--- config.mk ---
export PLATFORM = sky130hd
export DESIGN_NAME = desc_queue_mgr
export DESIGN_NICKNAME = d
export VERILOG_FILES = /design/src/rtl/dqm_pkg.sv /design/src/rtl/dqm_region_map.sv /design/src/rtl/dqm_link_ram.sv /design/src/rtl/dqm_queue_table.sv /design/src/rtl/desc_queue_mgr.sv
export SDC_FILE = /design/constraint.sdc
export NUM_CORES = 1
export LEC_CHECK = 0
export BUFFER_PORTS_ARGS = -buffer_cell sky130_fd_sc_hd__buf_2
export CORE_AREA = 2 2 243 173
export DETAILED_ROUTE_END_ITERATION = 12
export DIE_AREA = 0 0 245 175
export HOLD_SLACK_MARGIN = 0.02
export PLACE_DENSITY = 0.76
export SLEW_MARGIN = 20
export SYNTH_ARGS = -nofsm -noshare
export SYNTH_HDL_FRONTEND = slang
export SYNTH_HIERARCHICAL = 1
export SYNTH_SLANG_ARGS = --single-unit
--- constraint.sdc ---
create_clock -name clk -period 4.15 [get_ports clk]
set_input_delay 0.415 -clock clk [delete_from_list [all_inputs] [get_ports clk]]
set_output_delay 0.415 -clock clk [all_outputs]
set_load 0.05 [all_outputs]
--- src/rtl/dqm_pkg.sv ---
package dqm_pkg;
  localparam int RGN_FW = 16;  // width of count/start fields per region
  localparam int RGN_SW = 5;   // width of size shift field per region

  function automatic logic in_window(int v, int lo, int n);
    return (v >= lo) && (v < lo + n);
  endfunction
endpackage

--- src/rtl/dqm_region_map.sv ---
module dqm_region_map #(
  parameter int ADDR_W  = 32,
  parameter int IDX_W   = 6,
  parameter int NUM_RGN = 2,
  parameter logic [NUM_RGN*ADDR_W-1:0]         RGN_BASE  = '0,
  parameter logic [NUM_RGN*dqm_pkg::RGN_FW-1:0] RGN_CNT   = '0,
  parameter logic [NUM_RGN*dqm_pkg::RGN_SW-1:0] RGN_SHIFT = '0,
  parameter logic [NUM_RGN*dqm_pkg::RGN_FW-1:0] RGN_START = '0
) (
  input  logic [ADDR_W-1:0] fwd_addr,
  output logic              fwd_hit,
  output logic [IDX_W-1:0]  fwd_idx,
  input  logic [IDX_W-1:0]  rev_idx,
  output logic [ADDR_W-1:0] rev_addr
);
  localparam int FW = dqm_pkg::RGN_FW;
  localparam int SW = dqm_pkg::RGN_SW;

  logic [NUM_RGN-1:0] hit_v, rhit_v;
  logic [IDX_W-1:0]   idx_v  [NUM_RGN];
  logic [ADDR_W-1:0]  raddr_v[NUM_RGN];

  for (genvar r = 0; r < NUM_RGN; r++) begin : g_rgn
    localparam logic [ADDR_W-1:0] BASE  = RGN_BASE[r*ADDR_W +: ADDR_W];
    localparam logic [ADDR_W-1:0] CNT   = ADDR_W'(RGN_CNT[r*FW +: FW]);
    localparam logic [ADDR_W-1:0] START = ADDR_W'(RGN_START[r*FW +: FW]);
    localparam int                SH    = int'(RGN_SHIFT[r*SW +: SW]);
    localparam logic [ADDR_W-1:0] MASK  = (ADDR_W'(1) << SH) - ADDR_W'(1);

    logic [ADDR_W-1:0] off, slot, ridx, rel;
    assign off  = fwd_addr - BASE;
    assign slot = off >> SH;
    assign hit_v[r] = (fwd_addr >= BASE) && (slot < CNT) && ((off & MASK) == '0);
    assign idx_v[r] = IDX_W'(START + slot);

    assign ridx = ADDR_W'(rev_idx);
    assign rel  = ridx - START;
    assign rhit_v[r]  = (ridx >= START) && (rel < CNT);
    assign raddr_v[r] = BASE + (rel << SH);
  end

  // lowest-numbered region wins on overlap
  always_comb begin
    fwd_hit  = 1'b0;
    fwd_idx  = '0;
    rev_addr = '0;
    for (int r = NUM_RGN - 1; r >= 0; r--) begin
      if (hit_v[r]) begin
        fwd_hit = 1'b1;
        fwd_idx = idx_v[r];
      end
      if (rhit_v[r]) rev_addr = raddr_v[r];
    end
  end
endmodule

--- src/rtl/dqm_link_ram.sv ---
module dqm_link_ram #(
  parameter int DEPTH = 64,
  parameter int IDX_W = 6
) (
  input  logic             clk,
  input  logic             we,
  input  logic [IDX_W-1:0] waddr,
  input  logic [IDX_W-1:0] wdata,
  input  logic [IDX_W-1:0] raddr,
  output logic [IDX_W-1:0] rdata
);
  logic [IDX_W-1:0] mem [DEPTH];

  always_ff @(posedge clk) begin
    if (we) mem[waddr] <= wdata;
  end

  assign rdata = mem[raddr];
endmodule

--- src/rtl/dqm_queue_table.sv ---
module dqm_queue_table #(
  parameter int NUM_Q      = 4,
  parameter int QI_W       = 2,
  parameter int IDX_W      = 6,
  parameter int CNT_W      = 7,
  parameter int LINK_DEPTH = 64
) (
  input  logic             clk,
  input  logic             rst_n,
  input  logic             push_en,
  input  logic [QI_W-1:0]  push_q,
  input  logic [IDX_W-1:0] push_idx,
  input  logic             pop_en,
  input  logic [QI_W-1:0]  pop_q,
  input  logic [IDX_W-1:0] link_next,
  output logic [IDX_W-1:0] pop_head,
  output logic             link_we,
  output logic [IDX_W-1:0] link_waddr,
  output logic [IDX_W-1:0] link_wdata,
  output logic [CNT_W-1:0] cnt_o [NUM_Q]
);
  logic [IDX_W-1:0] head_q [NUM_Q];
  logic [IDX_W-1:0] tail_q [NUM_Q];
  logic [CNT_W-1:0] cnt_q  [NUM_Q];

  // push and pop never target the same queue in one cycle (top stalls pop)
  always_ff @(posedge clk) begin
    if (!rst_n) begin
      for (int i = 0; i < NUM_Q; i++) begin
        head_q[i] <= '0;
        tail_q[i] <= '0;
        cnt_q[i]  <= '0;
      end
    end else begin
      for (int i = 0; i < NUM_Q; i++) begin
        if (push_en && push_q == QI_W'(i)) begin
          if (cnt_q[i] == '0) head_q[i] <= push_idx;
          tail_q[i] <= push_idx;
          cnt_q[i]  <= cnt_q[i] + CNT_W'(1);
        end else if (pop_en && pop_q == QI_W'(i)) begin
          head_q[i] <= link_next;
          cnt_q[i]  <= cnt_q[i] - CNT_W'(1);
        end
      end
    end
  end

  assign pop_head   = head_q[pop_q];
  assign link_we    = push_en && (cnt_q[push_q] != '0);
  assign link_waddr = tail_q[push_q];
  assign link_wdata = push_idx;

  for (genvar gi = 0; gi < NUM_Q; gi++) begin : g_out
    assign cnt_o[gi] = cnt_q[gi];

    assert_cnt_bound_R1: assert property (@(posedge clk) disable iff (!rst_n)
      cnt_q[gi] <= CNT_W'(LINK_DEPTH));

    assert_cnt_step_R3: assert property (@(posedge clk) disable iff (!rst_n)
      !$stable(cnt_q[gi]) |-> (cnt_q[gi] == $past(cnt_q[gi]) + CNT_W'(1)) ||
                              (cnt_q[gi] == $past(cnt_q[gi]) - CNT_W'(1)));
  end
endmodule

--- src/rtl/desc_queue_mgr.sv ---
module desc_queue_mgr #(
  parameter int QN_W       = 12,
  parameter int QBASE      = 100,
  parameter int NUM_Q      = 4,
  parameter int ADDR_W     = 32,
  parameter int LINK_DEPTH = 64,
  parameter int NUM_RGN    = 2,
  parameter logic [NUM_RGN*ADDR_W-1:0]          RGN_BASE  = {32'h2000_0000, 32'h1000_0000},
  parameter logic [NUM_RGN*dqm_pkg::RGN_FW-1:0] RGN_CNT   = {16'd32, 16'd16},
  parameter logic [NUM_RGN*dqm_pkg::RGN_SW-1:0] RGN_SHIFT = {5'd7, 5'd6},
  parameter logic [NUM_RGN*dqm_pkg::RGN_FW-1:0] RGN_START = {16'd16, 16'd0},
  localparam int IDX_W = $clog2(LINK_DEPTH),
  localparam int CNT_W = $clog2(LINK_DEPTH + 1)
) (
  input  logic              clk,
  input  logic              rst_n,
  input  logic              push_valid,
  output logic              push_ready,
  input  logic [QN_W-1:0]   push_qnum,
  input  logic [ADDR_W-1:0] push_addr,
  input  logic              pop_valid,
  output logic              pop_ready,
  input  logic [QN_W-1:0]   pop_qnum,
  output logic              pop_rsp_valid,
  output logic [ADDR_W-1:0] pop_rsp_addr,
  input  logic [QN_W-1:0]   peek_qnum,
  output logic [CNT_W-1:0]  peek_count,
  output logic              peek_nonempty,
  output logic [NUM_Q-1:0]  q_nonempty,
  output logic              err_flag
);
  localparam int QI_W = (NUM_Q > 1) ? $clog2(NUM_Q) : 1;

  logic             push_own, pop_own, peek_own;
  logic [QI_W-1:0]  push_li, pop_li, peek_li;
  logic             fwd_hit, push_en, pop_fire, pop_has, pop_en, push_bad;
  logic [IDX_W-1:0] fwd_idx, pop_head, link_next, link_waddr, link_wdata;
  logic             link_we;
  logic [ADDR_W-1:0] rev_addr;
  logic [CNT_W-1:0] cnt_w [NUM_Q];

  assign push_own = dqm_pkg::in_window(int'(push_qnum), QBASE, NUM_Q);
  assign pop_own  = dqm_pkg::in_window(int'(pop_qnum),  QBASE, NUM_Q);
  assign peek_own = dqm_pkg::in_window(int'(peek_qnum), QBASE, NUM_Q);
  assign push_li  = QI_W'(push_qnum - QN_W'(QBASE));
  assign pop_li   = QI_W'(pop_qnum  - QN_W'(QBASE));
  assign peek_li  = QI_W'(peek_qnum - QN_W'(QBASE));

  // push never stalls; pop yields to a push of the same queue number
  assign push_ready = 1'b1;
  assign pop_ready  = !(push_valid && push_qnum == pop_qnum);

  assign push_en  = push_valid && push_own && fwd_hit;
  assign push_bad = push_valid && !(push_own && fwd_hit);
  assign pop_fire = pop_valid && pop_ready;
  assign pop_has  = pop_own && (cnt_w[pop_li] != '0);
  assign pop_en   = pop_fire && pop_has;

  dqm_region_map #(
    .ADDR_W(ADDR_W), .IDX_W(IDX_W), .NUM_RGN(NUM_RGN),
    .RGN_BASE(RGN_BASE), .RGN_CNT(RGN_CNT), .RGN_SHIFT(RGN_SHIFT), .RGN_START(RGN_START)
  ) u_map (
    .fwd_addr(push_addr), .fwd_hit(fwd_hit), .fwd_idx(fwd_idx),
    .rev_idx(pop_head), .rev_addr(rev_addr)
  );

  dqm_link_ram #(.DEPTH(LINK_DEPTH), .IDX_W(IDX_W)) u_link (
    .clk(clk), .we(link_we), .waddr(link_waddr), .wdata(link_wdata),
    .raddr(pop_head), .rdata(link_next)
  );

  dqm_queue_table #(
    .NUM_Q(NUM_Q), .QI_W(QI_W), .IDX_W(IDX_W), .CNT_W(CNT_W), .LINK_DEPTH(LINK_DEPTH)
  ) u_tbl (
    .clk(clk), .rst_n(rst_n),
    .push_en(push_en), .push_q(push_li), .push_idx(fwd_idx),
    .pop_en(pop_en), .pop_q(pop_li), .link_next(link_next),
    .pop_head(pop_head), .link_we(link_we), .link_waddr(link_waddr),
    .link_wdata(link_wdata), .cnt_o(cnt_w)
  );

  always_ff @(posedge clk) begin
    if (!rst_n) begin
      pop_rsp_valid <= 1'b0;
      pop_rsp_addr  <= '0;
      err_flag      <= 1'b0;
    end else begin
      pop_rsp_valid <= pop_fire;
      pop_rsp_addr  <= pop_en ? rev_addr : '0;
      if (push_bad) err_flag <= 1'b1;
    end
  end

  for (genvar i = 0; i < NUM_Q; i++) begin : g_ne
    assign q_nonempty[i] = (cnt_w[i] != '0);
  end

  assign peek_count    = peek_own ? cnt_w[peek_li] : '0;
  assign peek_nonempty = (peek_count != '0);

  assert_rsp_follows_pop_R3: assert property (@(posedge clk) disable iff (!rst_n)
    pop_rsp_valid |-> $past(pop_valid && pop_ready));

  assert_empty_pop_zero_R5: assert property (@(posedge clk) disable iff (!rst_n)
    (pop_fire && !pop_has) |=> (pop_rsp_addr == '0));

  assert_err_sticky_R6: assert property (@(posedge clk) disable iff (!rst_n)
    err_flag |=> err_flag);

  assert_same_q_stall_R7: assert property (@(posedge clk) disable iff (!rst_n)
    (push_valid && pop_valid && push_qnum == pop_qnum) |=> !pop_rsp_valid);
endmodule

[Yosys cells after proc, flatten, opt, wreduce, memory -nomap -nowiden]
Memory sizes are Yosys's and may differ from the RTL's.
Index checks and enable logic that the tools add are counted.
Operators by class
  $add $sub $neg: 17
  order comparisons: 16
  eq/ne operators: 7
  mux-type cells: 80
  bitwise logic cells: 22
  reduce and logical (&&, ||, !) cells: 44
Operator list (number)
  two-way mux 7 bit: 13
  two-way mux 6 bit: 14
  logical NOT 32 bit: 2
  two-way mux 32 bit: 2
  two-way mux 1 bit: 49
  nonzero test 7 bit: 7
  greater-or-equal comparator 12 x 7 -> 1 bit (second input constant): 3
  less-than comparator 12 x 7 -> 1 bit (second input constant): 3
  adder 30 x 32 -> 32 bit (first input constant): 1
  greater-or-equal comparator 32 x 29 -> 1 bit (second input constant): 1
  greater-or-equal comparator 32 x 30 -> 1 bit (second input constant): 1
  less-than comparator 32 x 6 -> 1 bit (second input constant): 1
  subtractor 32 x 29 -> 32 bit (second input constant): 1
  subtractor 32 x 30 -> 32 bit (second input constant): 1
  adder 29 x 12 -> 30 bit (first input constant): 1
  adder 7 x 1 -> 7 bit (second input constant): 4
  binary-select mux 7 bit (select 2 bit): 2
  logical NOT 7 bit: 4
  subtractor 7 x 1 -> 7 bit (second input constant): 4
  logical AND 1 bit: 26
  less-than comparator 26 x 5 -> 1 bit (second input constant): 1
  less-than comparator 25 x 6 -> 1 bit (second input constant): 1
  OR 1 bit: 20
  equality test 12 bit: 1
  13 further kinds: 23
Word-level totals
  bits in registers: 34
  bits in writable memories: 460
  input bits: 72
  output and inout port bits: 48
  logic and storage cells: 193
  memories: 4
Memory list
  u_link.mem: depth 64, bits a word 6, rd ports 1, clocked after Yosys merged registers in 0, write ports 1, RTL line dqm_link_ram.sv:12  | logic [IDX_W-1:0] mem [DEPTH];
  u_tbl.cnt_q: depth 4, bits a word 7, rd ports 5, clocked after Yosys merged registers in 0, write ports 4, RTL line dqm_queue_table.sv:24  | logic [CNT_W-1:0] cnt_q [NUM_Q];
  u_tbl.head_q: depth 4, bits a word 6, rd ports 1, clocked after Yosys merged registers in 0, write ports 4, RTL line dqm_queue_table.sv:22  | logic [IDX_W-1:0] head_q [NUM_Q];
  u_tbl.tail_q: depth 4, bits a word 6, rd ports 1, clocked after Yosys merged registers in 0, write ports 4, RTL line dqm_queue_table.sv:23  | logic [IDX_W-1:0] tail_q [NUM_Q];

[Logic depth before layout (Yosys ltp)]
Gate-level depths: netlist (run 1).
  word-level depth: 14
  depth in mapped cells: 18

[By module]
Netlist (run 1), hierarchy kept.
By module, submodules not included
  dqm_link_ram: times used 1, cells an instance 714, area an instance 15105.7 µm², sequential area each 11531.1 µm²
  dqm_queue_table: times used 1, cells an instance 385, area an instance 4744.6 µm², sequential area each 2282.2 µm²
  desc_queue_mgr: times used 1, cells an instance 186, area an instance 1946.9 µm², sequential area each 680.7 µm²
  dqm_region_map: times used 1, cells an instance 78, area an instance 614.3 µm², sequential area each 0.0 µm²

[Worst setup path before layout (run 1)]
Ideal clock, no wire load.
  path type: input to register
  from: input port push_addr[29]
  to: memory u_tbl.cnt_q[0][6], data pin
  arrival time: 3.717 ns
  data required time: 3.890 ns
  setup slack: 0.173 ns
  stages on the path: 18
  path buffers: 1
  cells stage by stage: inv_1 -> ha_1 -> and4bb_2 -> nand2_2 -> a211oi_1 -> nand2_1 -> nor3_1 -> nand3_1 -> nor2_1 -> buf_4 -> or3b_4 -> nand3_4 -> inv_1 -> ha_1 -> o21ai_0 -> a2111oi_0 -> a311oi_1 -> mux2_2
RTL lines
  start: declaration: RTL line desc_queue_mgr.sv:20  | input logic [ADDR_W-1:0] push_addr,
  end: declaration: RTL line dqm_queue_table.sv:24

==> metrics.txt, run 1 <==
# TYPE chip_impl_metric gauge
chip_impl_metric{name="finalCritPeriodShare",unit="%"} 93.8
chip_impl_info{name="ctsRootBufferMaster",value="sky130_fd_sc_hd__clkbuf_16"} 1
chip_impl_metric{name="cts_max_level",unit=""} 2
chip_impl_metric{name="setup_total_negative_slack",unit="ns"} 0
chip_impl_metric{name="leakagePower",unit="nW"} 10.1
chip_impl_metric{name="netlist-cell-type-count",unit=""} 75
chip_impl_metric{name="die_x",unit="um"} 245
chip_impl_metric{name="num_rows",unit=""} 62
chip_impl_metric{name="grt_max_degree",unit=""} 73
chip_impl_metric{name="insertedDiodeCount",unit=""} 0
chip_impl_info{name="r2r_end",value="u_tbl/cnt_q[1][6]"} 1
chip_impl_metric{name="r2r_cells",unit=""} 13
chip_impl_metric{name="fin_worst_skew",unit="ns"} 0.0205
chip_impl_metric{name="dr.pass1.iters",unit=""} 8
chip_impl_metric{name="clkSinkCount",unit=""} 494
chip_impl_metric{name="drive_gt1_share",unit="%"} 32.9
chip_impl_metric{name="via_count_of_the_first_global_routing_pass",unit=""} 13339
chip_impl_info{name="holdCritPathClass",value="in2reg"} 1
chip_impl_metric{name="antenna_found_initial",unit=""} 0
chip_impl_metric{name="setup.reg_to_reg.worst_slack",unit="ns"} 0.26
chip_impl_info{name="cts_tree",value="done"} 1
chip_impl_metric{name="gr-total-overflow",unit=""} 0
chip_impl_metric{name="die_height",unit="um"} 175
chip_impl_metric{name="clk_path_buf_depth",unit=""} 3
chip_impl_metric{name="worstSkewPairLatency",unit="ns"} 0.57
chip_impl_metric{name="drc_errors",unit=""} 0
chip_impl_metric{name="route.vias.total",unit=""} 13456
chip_impl_info{name="outcome",value="finished, final reports clean"} 1
chip_impl_metric{name="timing.max_cap.violations",unit=""} 0
chip_impl_metric{name="io_pins",unit=""} 120
chip_impl_metric{name="slowest_delay",unit="ns"} 0.48
chip_impl_info{name="hold_path.startpoint",value="push_valid"} 1
chip_impl_metric{name="antenna_left",unit=""} 0
chip_impl_info{name="worst_setup_path_end_kind",value="flip-flop"} 1
chip_impl_metric{name="inserted_clock_buffers",unit=""} 46
chip_impl_metric{name="maxSlewViolCount",unit=""} 0
chip_impl_info{name="worst_path_cell_with_the_longest_stage_delay",value="sky130_fd_sc_hd__edfxtp_1"} 1
chip_impl_metric{name="netlist_instances",unit=""} 1363
chip_impl_metric{name="crit_fanout",unit=""} 8
chip_impl_metric{name="nNetsFinal",unit=""} 1707
chip_impl_info{name="path_delay_family",value="simple AND/OR/NAND/NOR gates"} 1
chip_impl_info{name="worstPathCellList",value="nor3_1 > nand2_1 > o21ai_1 > mux2_2 > nor3_2 > and3b_2 > nand3_4 > buf_4 > fa_1 > nand2b_1 > a2111oi_0 > a211oi_1 > mux2_2"} 1
chip_impl_metric{name="core_area",unit="um^2"} 40600
chip_impl_metric{name="slew_at_the_pin_closest_to_its_max_slew_limit",unit="ns"} 0.797
chip_impl_metric{name="syn_area_per_cell",unit="um^2"} 16.4
chip_impl_metric{name="post-route-min-period",unit="ns"} 3.89
chip_impl_metric{name="dr.first_iter.drc_count",unit=""} 1473
chip_impl_info{name="r2r_start",value="u_tbl/cnt_q[0][2]"} 1
chip_impl_metric{name="whs_path_depth",unit=""} 3
chip_impl_metric{name="timing.final.hold_violations",unit=""} 0
chip_impl_metric{name="wl_per_cell",unit="um"} 23.8
chip_impl_metric{name="floorplan.die_area",unit="um^2"} 42900
chip_impl_metric{name="design_area",unit="um^2"} 26000
chip_impl_metric{name="setup-violations-final",unit=""} 0
chip_impl_metric{name="cp_num_buf_inv",unit=""} 1
chip_impl_metric{name="p_per_area",unit="nW/um^2"} 402
chip_impl_info{name="cpMostUsedCell",value="sky130_fd_sc_hd__mux2_2"} 1
chip_impl_metric{name="start_util",unit="%"} 55.2
chip_impl_metric{name="synth_sequential_area_ratio",unit="%"} 64.7
chip_impl_metric{name="synth_enable_flop_cells",unit=""} 460
chip_impl_metric{name="place_hpwl",unit="um"} 34700
chip_impl_metric{name="wirelength",unit="um"} 52200
chip_impl_metric{name="gr_util_all_layers",unit="%"} 24.7
chip_impl_info{name="rsz0062_at_grt",value="no"} 1
chip_impl_metric{name="finalWeightedCongestion",unit=""} 0.889
chip_impl_metric{name="ir_drop",unit="mV"} 0.278
chip_impl_metric{name="ys_ff_latch",unit=""} 494
chip_impl_metric{name="grt_pass1_wl",unit="um"} 80100
chip_impl_info{name="hold_end",value="err_flag"} 1
chip_impl_metric{name="critical_path_required",unit="ns"} 4.46
chip_impl_metric{name="dpl-instance-area",unit="um^2"} 24400
chip_impl_metric{name="postSynth.asyncResetShare",unit="%"} 0
chip_impl_metric{name="relSlewSlack",unit="%"} 46.9
chip_impl_metric{name="synth-warning-count",unit=""} 6
chip_impl_metric{name="synthToLayoutAreaGrowth",unit="%"} 15.8
chip_impl_info{name="criticalPathCategory",value="reg2reg"} 1
chip_impl_metric{name="combined_area_of_the_multi_input_logic_cells",unit="um^2"} 7300
chip_impl_info{name="dominant_register_cell_in_the_synthesized_netlist",value="sky130_fd_sc_hd__edfxtp_1"} 1
chip_impl_metric{name="avgViaCountPerCell",unit=""} 6.14
chip_impl_metric{name="worst_setup_hold_path_clk_slew",unit="ns"} 0.07
chip_impl_metric{name="timing.critical_path.arrival",unit="ns"} 4.21
chip_impl_metric{name="buffer_ports.inserted",unit=""} 118
chip_impl_metric{name="nFillCells",unit=""} 2815
chip_impl_info{name="critical_path.startpoint_type",value="flip-flop"} 1
chip_impl_metric{name="post_synth_instance_area",unit="um^2"} 22400
chip_impl_metric{name="final-seq-area",unit="um^2"} 14500
chip_impl_metric{name="fmax",unit="MHz"} 257
-- area by class of cell --
| cell class | instances | area share (%) |
|---|---|---|
| Clock inverter | 30 | 1.24 |
| Clock buffer | 54 | 4.80 |
| Tap cell | 544 | 2.62 |
| Inverter | 20 | 0.289 |
| Timing Repair Buffer | 274 | 7.09 |
| Multi-Input combinational cell | 774 | 28.1 |
| Sequential cell | 494 | 55.8 |
-- kinds of logic after synthesis --
group,Yosys count,share of synthesized area [%]
flops,494,64.7
simple gates,413,11.2
mux,163,13.9
compound gates,131,4.50
buf+inv,118,3.53
fa+ha+maj,25,1.50
xor+xnor,17,0.664
other cells,2,0.0335
-- state kept, by name (all words and copies together), names as in the netlist --
| signal | flops |
|---|---|
| u_link/mem | 384 |
| err_flag | 1 |
| u_tbl/tail_q | 24 |
| pop_rsp_valid | 1 |
| pop_rsp_addr | 32 |
| u_tbl/head_q | 24 |
| u_tbl/cnt_q | 28 |
-- through the flow --
stage / setup slack [ns] / hold WS [ns] / power [mW] / util [%] / cells
detailed placement: -0.102 / 0.477 / 6.15 / 60.1 / 2106
finish: 0.256 / 0.115 / 10.4 / 64.0 / 2190
global route: 0.0703 / 0.141 / 10.7 / 64.0 / 2190
global placement: -0.0592 / 0.451 / 6.14 / 60.1 / 2105
CTS: 0.0888 / 0.0940 / 10.5 / 63.9 / 2190
floorplan: 0.173 / 0.556 / 5.96 / - / 1386
-- metal layers --
metal	global-route usage, %	routed length (um)
met4	6.00	949
met3	5.90	5250
met2	36.9	24000
met1	37.0	22000
met5	0	0
-- Yosys cell counts, types with 4 or more instances --
cell	n	area [um^2]
sky130_fd_sc_hd__buf_6	12	135
sky130_fd_sc_hd__edfxtp_1	460	13800
sky130_fd_sc_hd__a22o_1	9	78.8
sky130_fd_sc_hd__o221ai_1	9	78.8
sky130_fd_sc_hd__a21o_1	7	52.6
sky130_fd_sc_hd__nor3b_1	9	67.6
sky130_fd_sc_hd__or2_2	6	37.5
sky130_fd_sc_hd__mux4_1	11	289
sky130_fd_sc_hd__o22ai_1	13	81.3
sky130_fd_sc_hd__a211oi_1	23	173
sky130_fd_sc_hd__buf_4	38	285
sky130_fd_sc_hd__nand2_1	63	236
sky130_fd_sc_hd__nor4_1	11	68.8
sky130_fd_sc_hd__ha_1	22	275
sky130_fd_sc_hd__o22a_1	7	61.3
sky130_fd_sc_hd__xor2_1	17	149
sky130_fd_sc_hd__nor4_2	36	450
sky130_fd_sc_hd__buf_12	5	100
sky130_fd_sc_hd__and2_1	25	156
sky130_fd_sc_hd__a21oi_1	15	75.1
sky130_fd_sc_hd__a221oi_1	5	43.8
sky130_fd_sc_hd__mux2_2	17	191
sky130_fd_sc_hd__mux4_2	102	2300
sky130_fd_sc_hd__dfxtp_1	34	681
sky130_fd_sc_hd__clkbuf_1	23	86.3
sky130_fd_sc_hd__nand3_1	25	125
sky130_fd_sc_hd__or3b_2	5	43.8
sky130_fd_sc_hd__inv_1	20	75.1
sky130_fd_sc_hd__nand2b_1	16	100
sky130_fd_sc_hd__nand4_1	8	50.1
sky130_fd_sc_hd__o21ai_0	12	60.1
sky130_fd_sc_hd__and3b_1	4	35.0
sky130_fd_sc_hd__buf_2	19	95.1
sky130_fd_sc_hd__nor2_1	120	450
sky130_fd_sc_hd__nor2b_1	17	106
sky130_fd_sc_hd__mux2i_1	33	330
sky130_fd_sc_hd__nand3b_1	9	67.6
sky130_fd_sc_hd__o21ai_1	7	35.0
sky130_fd_sc_hd__nor3_1	24	120
-- repair_timing --
| action | 4_1_cts | 5_1_grt |
|---|---|---|
| setup buffers | 0 | 0 |
| setup endpoints to repair | 0 | 2 |
| hold buffers | 0 | 0 |
| resized for setup | 0 | 3 |
-- power breakdown --
part / total (mW) / internal, mW / switching, mW
Sequential: 5.42 / 5.40 / 0.0171
Combinational: 0.639 / 0.248 / 0.391
Clock: 4.39 / 2.58 / 1.81
Total: 10.4 / 8.23 / 2.22
-- worst max-delay path by stage --
stage               cells after the start         startpoint           endpoint
floorplan                              18      push_addr[29]  u_tbl/cnt_q[0][6]
global placement                       19      push_addr[30]  u_tbl/cnt_q[0][6]
detailed placement                     19      push_addr[30]  u_tbl/cnt_q[0][6]
CTS                                    13  u_tbl/cnt_q[0][2]  u_tbl/cnt_q[1][6]
global route                           19      push_addr[29]  u_tbl/cnt_q[0][6]
finish                                 13  u_tbl/cnt_q[0][2]  u_tbl/cnt_q[1][6]
-- layout by cell type (no fill, tap or decap), drive strengths merged, types with 26 or more instances in the layout --
cell type  count
nor4          50
mux4         113
buf          274
and2          26
clkbuf        54
nor2         120
nand3         29
edfxtp       460
nand2         65
dfxtp         34
mux2i         33
-- worst min-delay path, delay by kind of cell --
| kind | cells | cell delay [ns] |
|---|---|---|
| AOI/OAI and AO/OA | 1 | 0.05 |
| and+or+nand+nor | 1 | 0.08 |
| buffers and inverters | 1 | 0.09 |
No activity file was read; power rests on OpenSTA's default activity.
==> run 2, diff against run 1 <==
--- a/config.mk
+++ b/config.mk
@@ -8,2 +8,3 @@
 export BUFFER_PORTS_ARGS = -buffer_cell sky130_fd_sc_hd__buf_2
+export CAP_MARGIN = 20
 export CORE_AREA = 2 2 243 173
==> constraint.sdc (replaced) <==
create_clock -name clk -period 4.15 [get_ports clk]
set_input_delay 0.6225 -clock clk [delete_from_list [all_inputs] [get_ports clk]]
set_output_delay 0.6225 -clock clk [all_outputs]
set_load 0.05 [all_outputs]
==> run 2 against run 1 <==
  * Wire length up 0.74%
  * Total power down 3.3%
  * Sequential share of layout area down 0.34 points
  * Clock power down 8.4%
  * Combinational power up 3.8%
  * Worst setup slack worse by 0.059 ns
  * Register-to-register slack worse by 0.06 ns
  * Sequential power about the same
  * Via count up 1.4%
  * Die area unchanged
  * Critical endpoint is now u_tbl/cnt_q[2][6]
==> metrics.txt, run 2 (same netlist as run 1, synthesis figures left out) <==
# TYPE chip_impl_metric gauge
chip_impl_info{name="outcome",value="finished, final reports clean"} 1
chip_impl_metric{name="wirelength",unit="um"} 52600
chip_impl_metric{name="grt_max_degree",unit=""} 73
chip_impl_info{name="layout.cells.most_common",value="sky130_fd_sc_hd__edfxtp_1"} 1
chip_impl_metric{name="cts_max_level",unit=""} 2
chip_impl_metric{name="postLayoutSetupSlackWorst",unit="ns"} 0.197
chip_impl_metric{name="r2r_cells",unit=""} 13
chip_impl_metric{name="dp_worst_setup_slack",unit="ns"} -0.314
chip_impl_metric{name="leakagePower",unit="nW"} 10.2
chip_impl_metric{name="final.hold.worst_slack",unit="ns"} 0.326
chip_impl_metric{name="total_net_switching_power",unit="mW"} 2.22
chip_impl_info{name="most-common-layout-cells",value="sky130_fd_sc_hd__edfxtp_1 (460), sky130_fd_sc_hd__buf_4 (188), sky130_fd_sc_hd__nor2_1 (120)"} 1
chip_impl_metric{name="worstSkewPairLatency",unit="ns"} 0.58
chip_impl_metric{name="ir_drop",unit="mV"} 0.281
chip_impl_metric{name="antenna_left",unit=""} 0
chip_impl_info{name="max_flop_register",value="u_link/mem"} 1
chip_impl_metric{name="drc_errors",unit=""} 0
chip_impl_metric{name="floorplan.die_area",unit="um^2"} 42900
chip_impl_metric{name="avgViaCountPerCell",unit=""} 6.12
chip_impl_metric{name="critical_path_required",unit="ns"} 4.47
chip_impl_metric{name="whs_path_depth",unit=""} 3
chip_impl_metric{name="p_per_area",unit="nW/um^2"} 387
chip_impl_info{name="worst_setup_path_end_kind",value="flip-flop"} 1
chip_impl_metric{name="fin_worst_skew",unit="ns"} 0.0200
chip_impl_info{name="largestRegisters",value="u_link/mem x384, pop_rsp_addr x32, u_tbl/cnt_q x28"} 1
chip_impl_info{name="cts_tree",value="done"} 1
chip_impl_metric{name="die_height",unit="um"} 175
chip_impl_metric{name="clkSinkCount",unit=""} 494
chip_impl_metric{name="antenna_found_initial",unit=""} 0
chip_impl_info{name="holdCritPathClass",value="in2reg"} 1
chip_impl_metric{name="insertedDiodeCount",unit=""} 0
chip_impl_metric{name="timing.final.hold_violations",unit=""} 0
chip_impl_metric{name="route.vias.total",unit=""} 13645
chip_impl_metric{name="inserted_clock_buffers",unit=""} 47
chip_impl_metric{name="crit_fanout",unit=""} 8
chip_impl_info{name="critical_path.startpoint_type",value="flip-flop"} 1
chip_impl_info{name="criticalPathCategory",value="reg2reg"} 1
chip_impl_metric{name="power.share.sequential",unit="%"} 53.6
chip_impl_metric{name="buffer_ports.inserted",unit=""} 118
chip_impl_metric{name="gr_util_all_layers",unit="%"} 24.7
chip_impl_metric{name="slew_at_the_pin_closest_to_its_max_slew_limit",unit="ns"} 0.805
chip_impl_metric{name="setup_total_negative_slack",unit="ns"} 0
chip_impl_metric{name="total_power",unit="mW"} 10.1
chip_impl_metric{name="clk_path_buf_depth",unit=""} 3
chip_impl_metric{name="timing.max_cap.violations",unit=""} 0
chip_impl_info{name="hold_path.startpoint",value="push_valid"} 1
chip_impl_metric{name="timing.critical_path.arrival",unit="ns"} 4.27
chip_impl_metric{name="largest_reg_flops",unit=""} 384
chip_impl_metric{name="power_report.internal_total",unit="mW"} 7.88
chip_impl_metric{name="dr.pass1.iters",unit=""} 5
chip_impl_metric{name="finalCritPeriodShare",unit="%"} 95.3
chip_impl_metric{name="fmax",unit="MHz"} 253
chip_impl_metric{name="worst_setup_hold_path_clk_slew",unit="ns"} 0.06
chip_impl_metric{name="num_rows",unit=""} 62
chip_impl_metric{name="nNetsFinal",unit=""} 1748
chip_impl_info{name="critical_path.startpoint",value="u_tbl/cnt_q[1][6]"} 1
chip_impl_info{name="ctsRootBufferMaster",value="sky130_fd_sc_hd__clkbuf_16"} 1
chip_impl_metric{name="maxSlewViolCount",unit=""} 0
chip_impl_metric{name="io_pins",unit=""} 120
chip_impl_metric{name="nFillCells",unit=""} 2771
chip_impl_metric{name="finalWeightedCongestion",unit=""} 0.872
chip_impl_metric{name="start_util",unit="%"} 55.2
chip_impl_metric{name="setup-violations-final",unit=""} 0
chip_impl_metric{name="relSlewSlack",unit="%"} 46.4
chip_impl_metric{name="power.share.switching",unit="%"} 22.0
chip_impl_metric{name="synthToLayoutAreaGrowth",unit="%"} 16.5
chip_impl_metric{name="post-route-min-period",unit="ns"} 3.95
chip_impl_info{name="r2r_start",value="u_tbl/cnt_q[1][6]"} 1
chip_impl_metric{name="place_hpwl",unit="um"} 35200
chip_impl_metric{name="power_frac_clock",unit="%"} 39.8
chip_impl_metric{name="drive_gt1_share",unit="%"} 34.3
chip_impl_metric{name="die_x",unit="um"} 245
chip_impl_metric{name="via_count_of_the_first_global_routing_pass",unit=""} 13622
chip_impl_metric{name="core_area",unit="um^2"} 40600
chip_impl_metric{name="wl_per_cell",unit="um"} 23.6
chip_impl_metric{name="gr-total-overflow",unit=""} 0
chip_impl_metric{name="dr.first_iter.drc_count",unit=""} 1551
chip_impl_metric{name="power.share.combinational",unit="%"} 6.6
chip_impl_info{name="rsz0062_at_grt",value="yes"} 1
chip_impl_metric{name="grt_pass1_wl",unit="um"} 80100
## run 2: cell count changes in the layout (fill, tap and decap cells not counted), sizes merged
| cell | delta |
|---|---|
| buf | +40 |
| inv | +2 |
| bufinv | -6 |
| clkbuf | +11 |
| clkinvlp | -2 |
| clkinv | -4 |
## run 2: area by class of cell
class / instances / area, um^2 / area share, %
timing repair buffer: 314 / 2150 / 8.25
tap: 544 / 681 / 2.61
multi-input combinational: 774 / 7300 / 27.9
clock buffer: 65 / 1280 / 4.89
clock inverter: 20 / 141 / 0.541
sequential: 494 / 14500 / 55.5
inverter: 20 / 75.1 / 0.287
## run 2: metrics by stage
stage / utilization (%) / area, um^2 / cells
final: 64.4 / 26100 / 2231
after global routing: 64.4 / 26100 / 2231
after CTS: 64.3 / 26100 / 2230
after detailed placement: 60.8 / 24700 / 2145
after global placement: 60.8 / 24700 / 2145
after floorplan: - / 22500 / 1386
## run 2: worst max-delay path: stages, from the launching register on
cell and delay (ns):
sky130_fd_sc_hd__edfxtp_1 0.51, sky130_fd_sc_hd__nor4_1 0.13, sky130_fd_sc_hd__nand3_1 0.10, sky130_fd_sc_hd__o21ai_1 0.06
sky130_fd_sc_hd__mux2_2 0.29, sky130_fd_sc_hd__nor3_1 0.40, sky130_fd_sc_hd__and3b_1 0.45, sky130_fd_sc_hd__nand3_4 0.10
sky130_fd_sc_hd__buf_4 0.22, sky130_fd_sc_hd__fa_1 0.39, sky130_fd_sc_hd__nand2b_1 0.21, sky130_fd_sc_hd__a21o_1 0.19
sky130_fd_sc_hd__a211oi_1 0.27, sky130_fd_sc_hd__mux2_2 0.38
## run 2: path summary, 6_finish.rpt
check | endpoint | slack [ns]
min | err_flag | 0.33
min reg2reg | err_flag | 0.49
max reg2reg | u_tbl/cnt_q[2][6] | 0.20
max | u_tbl/cnt_q[2][6] | 0.20
## run 2: layer usage
metal  vias up  global-route usage [%]  wire [um]
li1       5960                       -          -
met5         -                       0          0
met1      6879                    36.4      22200
met4         0                    6.53       1020
met3       100                    6.73       5870
met2       706                    36.6      23500
## run 2: power groups by stage
stage / clock (mW) / combinational (mW) / sequential [mW]
after detailed placement: 0 / 0.650 / 5.52
final: 4.02 / 0.663 / 5.42
after floorplan: 0 / 0.439 / 5.52
after global placement: 0 / 0.636 / 5.52
after global routing: 4.25 / 0.705 / 5.42
after CTS: 4.09 / 0.655 / 5.42
## run 2: timing repair
item | 4_1_cts | 5_1_grt
setup endpoints to repair | 0 | 3
setup buffers | 0 | 0
gates resized for setup | 0 | 2
hold buffers | 0 | 0
hold endpoints to repair | 0 | 0
==> run 3, diff against run 2 <==
- RECOVER_POWER: default -> 100
==> run 3 against run 2 <==
  * The run now ends with max-capacitance violations, max-slew violations left
  * Via count grew 0.32%
  * Clock power hardly changed
  * Worst setup slack lost 0.043 ns
  * Die area unchanged
  * Critical path depth is the same
  * First-iteration DRC count decreased by 7.6%
  * Sequential power is essentially flat
  * Global-route usage unchanged
  * Sequential cell count unchanged
  * Total power shrank 0.19%
  * Non-clock buffer count is the same
  * Critical endpoint unchanged
==> metrics.txt, run 3 (same netlist as run 1, synthesis figures left out) <==
# TYPE chip_impl_metric gauge
chip_impl_metric{name="ctsResizeCount",unit=""} 0
chip_impl_metric{name="leakagePower",unit="nW"} 9.60
chip_impl_metric{name="setup-violations-final",unit=""} 0
chip_impl_metric{name="synthToLayoutAreaGrowth",unit="%"} 13.8
chip_impl_info{name="largestRegisters",value="u_link/mem x384, pop_rsp_addr x32, u_tbl/cnt_q x28"} 1
chip_impl_info{name="violations",value="max-capacitance violations, max-slew violations"} 1
chip_impl_metric{name="post-cts-setup-buffers",unit=""} 0
chip_impl_metric{name="postLayoutSetupSlackWorst",unit="ns"} 0.153
chip_impl_metric{name="timing.critical_path.arrival",unit="ns"} 4.31
chip_impl_metric{name="gr-total-overflow",unit=""} 0
chip_impl_metric{name="total_power",unit="mW"} 10.1
chip_impl_metric{name="insertedDiodeCount",unit=""} 0
chip_impl_info{name="worst_setup_path_end_kind",value="flip-flop"} 1
chip_impl_metric{name="crit_fanout",unit=""} 8
chip_impl_metric{name="buffer_ports.inserted",unit=""} 118
chip_impl_metric{name="drc_errors",unit=""} 0
chip_impl_info{name="r2r_end",value="u_tbl/cnt_q[2][6]"} 1
chip_impl_metric{name="clk_path_buf_depth",unit=""} 3
chip_impl_metric{name="core_area",unit="um^2"} 40600
chip_impl_metric{name="ir_drop",unit="mV"} 0.281
chip_impl_info{name="worstPathCellList",value="nor4_1 > nand3_1 > o21ai_1 > mux2_1 > nor3_1 > and3b_1 > nand3_4 > buf_4 > fa_1 > nand2b_1 > a2111oi_0 > a211oi_1 > mux2_1"} 1
chip_impl_info{name="layout.cells.most_common",value="sky130_fd_sc_hd__edfxtp_1"} 1
chip_impl_metric{name="worst_setup_hold_path_clk_slew",unit="ns"} 0.06
chip_impl_metric{name="wl_per_cell",unit="um"} 23.6
chip_impl_metric{name="timing.final.hold_violations",unit=""} 0
chip_impl_metric{name="final-seq-area",unit="um^2"} 14500
chip_impl_metric{name="cts_max_level",unit=""} 2
chip_impl_metric{name="final.hold.worst_slack",unit="ns"} 0.326
chip_impl_metric{name="place_hpwl",unit="um"} 35200
chip_impl_metric{name="die_height",unit="um"} 175
chip_impl_metric{name="critical_path_required",unit="ns"} 4.46
chip_impl_info{name="holdCritPathClass",value="in2reg"} 1
chip_impl_metric{name="fin_worst_skew",unit="ns"} 0.0216
chip_impl_metric{name="antenna_left",unit=""} 0
chip_impl_metric{name="fin_util",unit="%"} 62.9
chip_impl_metric{name="antenna_found_initial",unit=""} 0
chip_impl_metric{name="largest_reg_flops",unit=""} 384
chip_impl_metric{name="gr_util_all_layers",unit="%"} 24.7
chip_impl_metric{name="floorplan.die_area",unit="um^2"} 42900
chip_impl_metric{name="inserted_clock_buffers",unit=""} 47
chip_impl_metric{name="setup.reg_to_reg.worst_slack",unit="ns"} 0.15
chip_impl_metric{name="nNetsFinal",unit=""} 1748
chip_impl_metric{name="dr.pass1.iters",unit=""} 5
chip_impl_metric{name="drive_gt1_share",unit="%"} 24.8
chip_impl_metric{name="dr.first_iter.drc_count",unit=""} 1433
chip_impl_metric{name="slowest_delay",unit="ns"} 0.51
chip_impl_metric{name="timing.max_cap.violations",unit=""} 5
chip_impl_metric{name="grt_max_degree",unit=""} 73
chip_impl_metric{name="clkSinkCount",unit=""} 494
chip_impl_metric{name="post-route-min-period",unit="ns"} 4.00
chip_impl_metric{name="combined_area_of_the_multi_input_logic_cells",unit="um^2"} 7200
chip_impl_metric{name="maxSlewViolCount",unit=""} 230
chip_impl_metric{name="finalWeightedCongestion",unit=""} 0.872
chip_impl_metric{name="p_per_area",unit="nW/um^2"} 395
chip_impl_metric{name="cts-hold-fix-buffers",unit=""} 0
chip_impl_info{name="hold_path.startpoint",value="push_valid"} 1
chip_impl_metric{name="num_rows",unit=""} 62
chip_impl_info{name="most-common-layout-cells",value="sky130_fd_sc_hd__edfxtp_1 (460), sky130_fd_sc_hd__clkbuf_1 (154), sky130_fd_sc_hd__nor2_1 (120)"} 1
chip_impl_info{name="outcome",value="finished with violations"} 1
chip_impl_info{name="rsz0062_at_grt",value="yes"} 1
chip_impl_metric{name="relSlewSlack",unit="%"} -34.9
chip_impl_metric{name="worstSkewPairLatency",unit="ns"} 0.58
chip_impl_info{name="path_delay_family",value="simple AND/OR/NAND/NOR gates"} 1
chip_impl_info{name="criticalPathCategory",value="reg2reg"} 1
chip_impl_metric{name="fmax",unit="MHz"} 250
chip_impl_info{name="hold_end",value="err_flag"} 1
chip_impl_metric{name="wirelength",unit="um"} 52700
chip_impl_metric{name="whs_path_depth",unit=""} 3
chip_impl_info{name="r2r_start",value="u_tbl/cnt_q[1][6]"} 1
chip_impl_metric{name="io_pins",unit=""} 120
chip_impl_metric{name="nFillCells",unit=""} 2942
chip_impl_metric{name="route.vias.total",unit=""} 13689
chip_impl_metric{name="finalCritPeriodShare",unit="%"} 96.3
chip_impl_metric{name="via_count_of_the_first_global_routing_pass",unit=""} 13622
chip_impl_info{name="cpMostUsedCell",value="sky130_fd_sc_hd__mux2_1"} 1
chip_impl_metric{name="grt_pass1_wl",unit="um"} 80100
chip_impl_metric{name="avgViaCountPerCell",unit=""} 6.14
chip_impl_metric{name="start_util",unit="%"} 55.2
chip_impl_metric{name="setup_total_negative_slack",unit="ns"} 0
chip_impl_info{name="max_flop_register",value="u_link/mem"} 1
chip_impl_info{name="cts_tree",value="done"} 1
chip_impl_metric{name="slew_at_the_pin_closest_to_its_max_slew_limit",unit="ns"} 2.02
chip_impl_metric{name="dp_worst_setup_slack",unit="ns"} -0.314
chip_impl_metric{name="die_x",unit="um"} 245
chip_impl_info{name="ctsRootBufferMaster",value="sky130_fd_sc_hd__clkbuf_16"} 1
chip_impl_info{name="worst_path_cell_with_the_longest_stage_delay",value="sky130_fd_sc_hd__edfxtp_1"} 1
chip_impl_metric{name="cp_num_buf_inv",unit=""} 1
chip_impl_info{name="critical_path.startpoint_type",value="flip-flop"} 1
chip_impl_metric{name="r2r_cells",unit=""} 13
[run 3: cell types whose count changed in the layout (fill, tap and decap cells not counted), moves of 4 or more]
cell                       previous run  this run
sky130_fd_sc_hd__buf_2              118        69
sky130_fd_sc_hd__clkbuf_2             0        14
sky130_fd_sc_hd__clkbuf_4             3         9
sky130_fd_sc_hd__and2_0               1         8
sky130_fd_sc_hd__or2_2                6         2
sky130_fd_sc_hd__buf_4              188        83
sky130_fd_sc_hd__clkbuf_1            14       154
sky130_fd_sc_hd__buf_12               7         2
sky130_fd_sc_hd__nor4_2              37        30
sky130_fd_sc_hd__or2_0                0         4
sky130_fd_sc_hd__nor4_1              10        17
sky130_fd_sc_hd__and2_1              25        18
[run 3: final cells by class]
type,instances,share of cell area [%]
well taps,544,2.67
flip-flops and latches,494,56.8
repair buffers,314,6.46
clock inverters,20,0.554
multi-input cells,774,28.2
clock buffers,65,5.00
inverters,20,0.294
[run 3: metrics by stage]
| stage | area (um^2) | instances |
|---|---|---|
| after floorplan | 22500 | 1386 |
| after global placement | 24700 | 2145 |
| after detailed placement | 24700 | 2145 |
| after CTS | 26100 | 2230 |
| after global routing | 25500 | 2231 |
| final | 25500 | 2231 |
[run 3: worst register-to-register path, stage by stage, from the launching register on]
cell and delay (ns):
sky130_fd_sc_hd__edfxtp_1 0.51, sky130_fd_sc_hd__nor4_1 0.13, sky130_fd_sc_hd__nand3_1 0.10, sky130_fd_sc_hd__o21ai_1 0.06, sky130_fd_sc_hd__mux2_1 0.33, sky130_fd_sc_hd__nor3_1 0.42, sky130_fd_sc_hd__and3b_1 0.45, sky130_fd_sc_hd__nand3_4 0.10
sky130_fd_sc_hd__buf_4 0.21, sky130_fd_sc_hd__fa_1 0.39, sky130_fd_sc_hd__nand2b_1 0.21, sky130_fd_sc_hd__a2111oi_0 0.38, sky130_fd_sc_hd__a211oi_1 0.11, sky130_fd_sc_hd__mux2_1 0.34
[run 3: worst max-delay path by stage]
stage	startpoint	endpoint	slack (ns)	depth (start not counted)
global route	push_addr[29]	u_tbl/cnt_q[0][6]	-0.06	19
floorplan	push_addr[29]	u_tbl/cnt_q[0][6]	0.03	18
finish	u_tbl/cnt_q[1][6]	u_tbl/cnt_q[2][6]	0.15	13
detailed placement	push_addr[29]	u_tbl/cnt_q[0][6]	-0.31	19
global placement	push_addr[29]	u_tbl/cnt_q[0][6]	-0.15	19
CTS	u_tbl/cnt_q[1][6]	u_tbl/cnt_q[2][6]	0.27	13
[run 3: report_power, final]
group / switching [mW] / internal, mW / total [mW]
logic: 0.398 / 0.251 / 0.649
registers: 0.0176 / 5.40 / 5.42
clock network: 1.80 / 2.22 / 4.02
[run 3: metal layers]
layer	vias up	global-route usage, %	routed length (um)
met3	98	6.73	6070
met1	6910	36.4	22200
met4	0	6.53	1040
met5	-	0	0
met2	710	36.6	23400
li1	5971	-	-
